`src/rtl/pixfmt_pkg.sv`:
```
package pixfmt_pkg;
  localparam int WORD_W  = 64;
  localparam int HALF_W  = 32;
  localparam int BYTE_W  = 8;
  localparam int OP_W    = 9;

  typedef enum logic [OP_W-1:0] {
    OP_PACK16  = 9'h03b,
    OP_PACK32  = 9'h03a,
    OP_PACKFIX = 9'h03d,
    OP_EXPAND  = 9'h04d,
    OP_MERGE   = 9'h04b
  } fmt_op_e;
endpackage

```
`src/rtl/pixfmt_sat_lane.sv`:
```
// One lane: sign-extend, scale left, shift right, clamp to the output range.
module pixfmt_sat_lane #(
  parameter int IN_W       = 16,
  parameter int SCL_W      = 4,
  parameter int RSHIFT     = 7,
  parameter int OUT_W      = 8,
  parameter bit SIGNED_OUT = 1'b0
) (
  input  logic [IN_W-1:0]  lane_in,
  input  logic [SCL_W-1:0] scale,
  output logic [OUT_W-1:0] lane_out
);
  localparam int EXT_W = 64;
  localparam logic signed [EXT_W-1:0] HI_LIM = SIGNED_OUT ?
      ((64'sd1 <<< (OUT_W-1)) - 64'sd1) : ((64'sd1 <<< OUT_W) - 64'sd1);
  localparam logic signed [EXT_W-1:0] LO_LIM = SIGNED_OUT ?
      (-(64'sd1 <<< (OUT_W-1))) : 64'sd0;

  logic signed [EXT_W-1:0] ext_v;
  logic signed [EXT_W-1:0] shl_v;
  logic signed [EXT_W-1:0] shr_v;

  always_comb begin
    ext_v = {{(EXT_W-IN_W){lane_in[IN_W-1]}}, lane_in};
    shl_v = ext_v <<< scale;
    shr_v = shl_v >>> RSHIFT;
    if (shr_v > HI_LIM)      lane_out = HI_LIM[OUT_W-1:0];
    else if (shr_v < LO_LIM) lane_out = LO_LIM[OUT_W-1:0];
    else                     lane_out = shr_v[OUT_W-1:0];
  end
endmodule

```
`src/rtl/pixfmt_pack_unit.sv`:
```
// The three saturating pack modes, computed in parallel.
module pixfmt_pack_unit
  import pixfmt_pkg::*;
#(
  parameter int STAT_W    = 32,
  parameter int SCALE_LSB = 3,
  parameter int S16_W     = 4,
  parameter int S32_W     = 5
) (
  input  logic [WORD_W-1:0] src_a,
  input  logic [WORD_W-1:0] src_b,
  input  logic [STAT_W-1:0] fmt_status,
  output logic [WORD_W-1:0] pk16_res,
  output logic [WORD_W-1:0] pk32_res,
  output logic [WORD_W-1:0] pkfix_res
);
  localparam int L16_W    = 16;
  localparam int L32_W    = 32;
  localparam int N16      = WORD_W / L16_W;
  localparam int N32      = WORD_W / L32_W;
  localparam int RSH_P16  = 7;
  localparam int RSH_P32  = 23;
  localparam int RSH_FIX  = 16;
  localparam int FIX_W    = 16;

  logic [S16_W-1:0] scale16;
  logic [S32_W-1:0] scale32;
  logic [BYTE_W-1:0] p16_byte [N16];
  logic [BYTE_W-1:0] p32_byte [N32];
  logic [FIX_W-1:0]  fix_half [N32];

  assign scale16 = fmt_status[SCALE_LSB +: S16_W];
  assign scale32 = fmt_status[SCALE_LSB +: S32_W];

  for (genvar g = 0; g < N16; g++) begin : g_p16
    pixfmt_sat_lane #(
      .IN_W(L16_W), .SCL_W(S16_W), .RSHIFT(RSH_P16),
      .OUT_W(BYTE_W), .SIGNED_OUT(1'b0)
    ) u_lane (
      .lane_in (src_b[g*L16_W +: L16_W]),
      .scale   (scale16),
      .lane_out(p16_byte[g])
    );
  end

  for (genvar g = 0; g < N32; g++) begin : g_p32
    pixfmt_sat_lane #(
      .IN_W(L32_W), .SCL_W(S32_W), .RSHIFT(RSH_P32),
      .OUT_W(BYTE_W), .SIGNED_OUT(1'b0)
    ) u_byte (
      .lane_in (src_b[g*L32_W +: L32_W]),
      .scale   (scale32),
      .lane_out(p32_byte[g])
    );
    pixfmt_sat_lane #(
      .IN_W(L32_W), .SCL_W(S32_W), .RSHIFT(RSH_FIX),
      .OUT_W(FIX_W), .SIGNED_OUT(1'b1)
    ) u_fix (
      .lane_in (src_b[g*L32_W +: L32_W]),
      .scale   (scale32),
      .lane_out(fix_half[g])
    );
  end

  always_comb begin
    pk16_res = '0;
    for (int i = 0; i < N16; i++) pk16_res[i*BYTE_W +: BYTE_W] = p16_byte[i];
  end

  // Shifted first operand; the inserted lane byte replaces the byte that
  // would otherwise carry shifted-in data, so bytes 0 and 4 hold only lanes.
  always_comb begin
    pk32_res = src_a << BYTE_W;
    for (int w = 0; w < N32; w++) pk32_res[w*L32_W +: BYTE_W] = p32_byte[w];
  end

  always_comb begin
    pkfix_res = '0;
    for (int w = 0; w < N32; w++) pkfix_res[w*FIX_W +: FIX_W] = fix_half[w];
  end
endmodule

```
`src/rtl/pixfmt_shuffle_unit.sv`:
```
// Byte expand and byte interleave merge.
module pixfmt_shuffle_unit
  import pixfmt_pkg::*;
#(
  parameter int EXP_LSH = 4
) (
  input  logic [WORD_W-1:0] src_a,
  input  logic [WORD_W-1:0] src_b,
  output logic [WORD_W-1:0] exp_res,
  output logic [WORD_W-1:0] mrg_res
);
  localparam int NB     = HALF_W / BYTE_W;
  localparam int SLOT_W = 2 * BYTE_W;
  localparam int PAD_HI = SLOT_W - BYTE_W - EXP_LSH;

  always_comb begin
    exp_res = '0;
    mrg_res = '0;
    for (int k = 0; k < NB; k++) begin
      exp_res[k*SLOT_W +: SLOT_W] =
          {{PAD_HI{1'b0}}, src_b[k*BYTE_W +: BYTE_W], {EXP_LSH{1'b0}}};
      mrg_res[k*SLOT_W +: BYTE_W]          = src_b[k*BYTE_W +: BYTE_W];
      mrg_res[k*SLOT_W + BYTE_W +: BYTE_W] = src_a[k*BYTE_W +: BYTE_W];
    end
  end
endmodule

```
`src/rtl/pixfmt_conv.sv`:
```
module pixfmt_conv
  import pixfmt_pkg::*;
#(
  parameter int STAT_W    = 32,
  parameter int SCALE_LSB = 3
) (
  input  logic              clk,
  input  logic              rst,
  input  logic              in_valid,
  input  logic [8:0]        op_code,
  input  logic [63:0]       src_a,
  input  logic [63:0]       src_b,
  input  logic [STAT_W-1:0] fmt_status,
  output logic              out_valid,
  output logic [63:0]       result,
  output logic              illegal_op
);
  logic [WORD_W-1:0] pk16_res, pk32_res, pkfix_res, exp_res, mrg_res;
  logic [WORD_W-1:0] nxt_res;
  logic              nxt_ill;

  pixfmt_pack_unit #(
    .STAT_W(STAT_W), .SCALE_LSB(SCALE_LSB), .S16_W(4), .S32_W(5)
  ) u_pack (
    .src_a     (src_a),
    .src_b     (src_b),
    .fmt_status(fmt_status),
    .pk16_res  (pk16_res),
    .pk32_res  (pk32_res),
    .pkfix_res (pkfix_res)
  );

  pixfmt_shuffle_unit #(.EXP_LSH(4)) u_shuf (
    .src_a  (src_a),
    .src_b  (src_b),
    .exp_res(exp_res),
    .mrg_res(mrg_res)
  );

  always_comb begin
    nxt_ill = 1'b0;
    case (op_code)
      OP_PACK16:  nxt_res = pk16_res;
      OP_PACK32:  nxt_res = pk32_res;
      OP_PACKFIX: nxt_res = pkfix_res;
      OP_EXPAND:  nxt_res = exp_res;
      OP_MERGE:   nxt_res = mrg_res;
      default: begin
        nxt_res = '0;
        nxt_ill = 1'b1;
      end
    endcase
  end

  always_ff @(posedge clk) begin
    if (rst) begin
      out_valid  <= 1'b0;
      illegal_op <= 1'b0;
      result     <= '0;
    end else begin
      out_valid  <= in_valid;
      illegal_op <= in_valid & nxt_ill;
      if (in_valid) result <= nxt_res;
    end
  end
endmodule

```
`config.mk`:
```
export PLATFORM = sky130hd
export DESIGN_NAME = pixfmt_conv
export DESIGN_NICKNAME = d
export VERILOG_FILES = /design/src/rtl/pixfmt_pkg.sv /design/src/rtl/pixfmt_sat_lane.sv /design/src/rtl/pixfmt_pack_unit.sv /design/src/rtl/pixfmt_shuffle_unit.sv /design/src/rtl/pixfmt_conv.sv
export SDC_FILE = /design/constraint.sdc
export NUM_CORES = 1
export LEC_CHECK = 0
export CAP_MARGIN = 40
export CORE_UTILIZATION = 30
export CTS_CLUSTER_SIZE = 28
export DETAILED_ROUTE_END_ITERATION = 10
export DONT_BUFFER_PORTS = 1
export REMOVE_ABC_BUFFERS = 1
export SYNTH_ARGS = -nofsm -noshare
export SYNTH_HDL_FRONTEND = slang
export SYNTH_SLANG_ARGS = --single-unit
```
`constraint.sdc`:
```
create_clock -name clk -period 7.1 [get_ports clk]
set_input_delay 1.065 -clock clk [delete_from_list [all_inputs] [get_ports clk]]
set_output_delay 1.065 -clock clk [all_outputs]
set_load 0.005 [all_outputs]
```
==> results.txt <==
Remaining number of nets flagged by the antenna check after routing - 0
Leak - 3.82 nW
CTS root buf - sky130_fd_sc_hd__clkbuf_16
# Post-CTS Setup Buffers - 0
Antenna violations before repair - 1
Cts bufs inserted - 9
Wire length of the first global-routing pass - 75.7 mm
Total Nets Final - 1460
Largest family of logic cells by synthesized area - multiplexers
Setup Total Neg Slack - 0 ps
Arrival time of the worst setup path - 4650 ps
Floorplan Core Area - 36700 sq um
Simple-gate share of the synthesized area - 0.199
Layout cells sized above 1 - 0.159
Number of remaining DRC errors - 0
Number of max-cap violations - 0
I/O pin count - 238
Worst Path Required - 7320 ps
Critical path launch point type - input pin
Die extent in y - 195 um
Final clock period utilization by the worst path - 0.624
Clock latency on the worst-skew pair - 340 ps
Drt via density - 6.97
Wire length after detailed routing - 51.0 mm
Die Outline Area - 38100 sq um
Number of clock sinks - 66
Flip-flop and latch count after synthesis - 66
Count of distinct cell types in the synthesized netlist - 88
Number of global-route vias before repair - 11529
Routability congestion estimate - 1.02
Number of standard-cell rows in the floorplan - 70
Path category of the worst min-delay check - reg -> reg
Primary flip-flop cell chosen by synthesis mapping - sky130_fd_sc_hd__dfxtp_1
Maximum frequency from static timing analysis - 0.226 GHz
Count of final max-slew check failures - 0
Max Clock Skew - 0 ps
Starting density of the core - 0.305
Horizontal extent of the die - 195 um
Wire length per cell after detailed routing - 29.0 um
RSZ-0062 raised after global routing - no
Final Critical Period - 4430 ps
Status - finished clean
Total via count in the routed design - 12267
Synthesized instance count - 1404
Crit path from - fmt_status[4]
Number of endpoints failing setup at the final stage - 0
Post-DP HPWL - 36.9 mm
Hold Worst Slack - 496 ps
PwrDens - 121 nW/um^2
Clock-pin transition on the worst setup and hold timing paths - 50 ps
Gr usage total - 0.260
Area fraction in compound gates after synthesis - 0.294
Hold buffers post-CTS - 0
Area added between synthesis and finish - 3.34%
Peak ir drop on the vdd network - 0.101 mV
Post-Syn Area - 11200 sq um
Max Root-Sink Buffers - 2
Fraction of synthesized area in multiplexers - 0.316
Critical hold path startpoint - result[57]
Total iterations of the first detailed-routing run - 7
Worst Path Class, Setup - in -> reg
Sort of element at the end of the critical path - flip-flop
Synth warn - 0
H-tree levels - 3
Total of cells resized after clock tree synthesis - 0
Iter 0 DRT Violations - 1584
Worst-case headroom to the max-slew limit - 0.361
Number of flops mapped to enable cells by yosys - 0
Aggregate global routing overflow - 0
Pin count of the biggest net entering global routing - 154
Maximum fanout along the worst path - 150
Async SR Flop Fraction - 0
Worst flop-to-flop path startpoint - result[7]
Final count of hold timing violations - 0
Parity-gate share of the synthesized area counting xor and xnor cells - 0
Count of buffers inserted at the top-level ports - 0
Diode insertion count for antenna repair - 0
Least-Margin Pin Slew - 956 ps
Sequential area share after synthesis - 0.118
TritonCTS clock tree - yes
Synth Area in Adders - 0
Avg Cell Area, Syn - 7.98 sq um
[per-layer routing]
metal	track usage	vias up	wire, um
met5	0	-	14
met4	0.0849	2	1690
met3	0.0889	122	6370
met2	0.412	819	23300
met1	0.329	6022	19600
li1	-	5302	-
[synthesized netlist by cell type, drive strengths merged (6+ instances only)]
cell type | instances | share of area
and3 | 7 | 0.0039
nand2 | 130 | 0.044
a21oi | 106 | 0.047
a41oi | 7 | 0.0055
a221oi | 16 | 0.013
a32oi | 8 | 0.0063
o21a | 8 | 0.0054
a222oi | 25 | 0.022
a31oi | 20 | 0.011
or2 | 6 | 0.0034
a211oi | 32 | 0.022
a21o | 16 | 0.011
mux2 | 61 | 0.061
nor2 | 146 | 0.050
dfxtp | 66 | 0.12
o31ai | 7 | 0.0059
nand3 | 40 | 0.018
mux4 | 89 | 0.18
nor2b | 10 | 0.0056
a22oi | 20 | 0.013
a2111oi | 8 | 0.010
a22o | 11 | 0.0086
or3 | 6 | 0.0034
o31a | 6 | 0.0047
clkbuf | 78 | 0.026
o22a | 8 | 0.0063
o22ai | 17 | 0.0095
buf | 69 | 0.040
nand4 | 11 | 0.0061
mux2i | 81 | 0.073
and2 | 16 | 0.0092
nor3 | 44 | 0.020
nand2b | 9 | 0.0050
o211ai | 17 | 0.011
inv | 19 | 0.0064
o21ai | 95 | 0.042
nor4 | 11 | 0.0067
[through the flow]
stage	utilization	instances	cell area (sq um)	total power [W]	worst slack, ps
finish	0.315	1760	11600	0.00140	2670
global route	0.315	1760	11600	0.00146	2690
CTS	0.315	1760	11600	0.00139	2950
detailed placement	0.307	1745	11300	0.000927	2610
global placement	0.304	1739	11200	0.000923	2440
floorplan	-	1257	10500	0.000793	2910
[logic make-up (layout without fill, tap and decap cells)]
group | count (synthesis) | count (layout)
compound gates | 475 | 475
mux | 231 | 231
simple gates | 464 | 464
flops | 66 | 66
buf+inv | 168 | 56
[path summary, 6_finish.rpt]
path | to | cells past startpoint | slack [ps]
max | result[8] | 9 | 2670
min | result[57] | 2 | 500
max reg2reg | result[7] | 4 | 5780
min reg2reg | result[57] | 2 | 500
[cell usage in the layout (no fill, tap or decap), types with 11 or more instances in the layout]
cell type	n
sky130_fd_sc_hd__mux2i_1	80
sky130_fd_sc_hd__a211oi_1	31
sky130_fd_sc_hd__a22oi_1	20
sky130_fd_sc_hd__mux2_2	60
sky130_fd_sc_hd__o211ai_1	17
sky130_fd_sc_hd__o22ai_1	17
sky130_fd_sc_hd__inv_1	16
sky130_fd_sc_hd__a222oi_1	25
sky130_fd_sc_hd__a21o_1	16
sky130_fd_sc_hd__nor3_1	41
sky130_fd_sc_hd__nand2_1	129
sky130_fd_sc_hd__mux4_2	80
sky130_fd_sc_hd__o21ai_0	93
sky130_fd_sc_hd__a221oi_1	16
sky130_fd_sc_hd__nand4_1	11
sky130_fd_sc_hd__nor2_1	142
sky130_fd_sc_hd__and2_1	15
sky130_fd_sc_hd__buf_4	16
sky130_fd_sc_hd__dfxtp_1	66
sky130_fd_sc_hd__a31oi_1	20
sky130_fd_sc_hd__nand3_1	39
sky130_fd_sc_hd__a21oi_1	106
sky130_fd_sc_hd__a22o_1	11
[sequential cells by signal (all words and copies together), names as in the netlist]
register / cells
out_valid: 1
result: 64
illegal_op: 1
[power breakdown]
part | internal, W | switching [W] | leakage [nW]
logic | 0.000247 | 0.000306 | 3.13
clock network | 0.000298 | 0.000168 | 0.152
registers | 0.000378 | 0.00000540 | 0.536
total | 0.000923 | 0.000479 | 3.82
[critical path, cell delays in order]
cell and delay, ps:
sky130_fd_sc_hd__mux4_1 680, sky130_fd_sc_hd__mux2i_1 620, sky130_fd_sc_hd__a32oi_1 220, sky130_fd_sc_hd__nor4b_2 360, sky130_fd_sc_hd__nand2_1 130, sky130_fd_sc_hd__a2111oi_4 640, sky130_fd_sc_hd__o211ai_1 180, sky130_fd_sc_hd__a32o_1 280
sky130_fd_sc_hd__or3_1 290
[cell type report]
cell class	instances	area (sq um)
Tap cell	468	586
Timing Repair Buffer	20	200
Sequential cell	66	1320
Fill cell	3874	25100
Clock buffer	13	270
Inverter	21	78.8
Multi-Input combinational cell	1170	9080
Clock inverter	2	35.0
No activity file was read; power rests on OpenSTA's default activity.
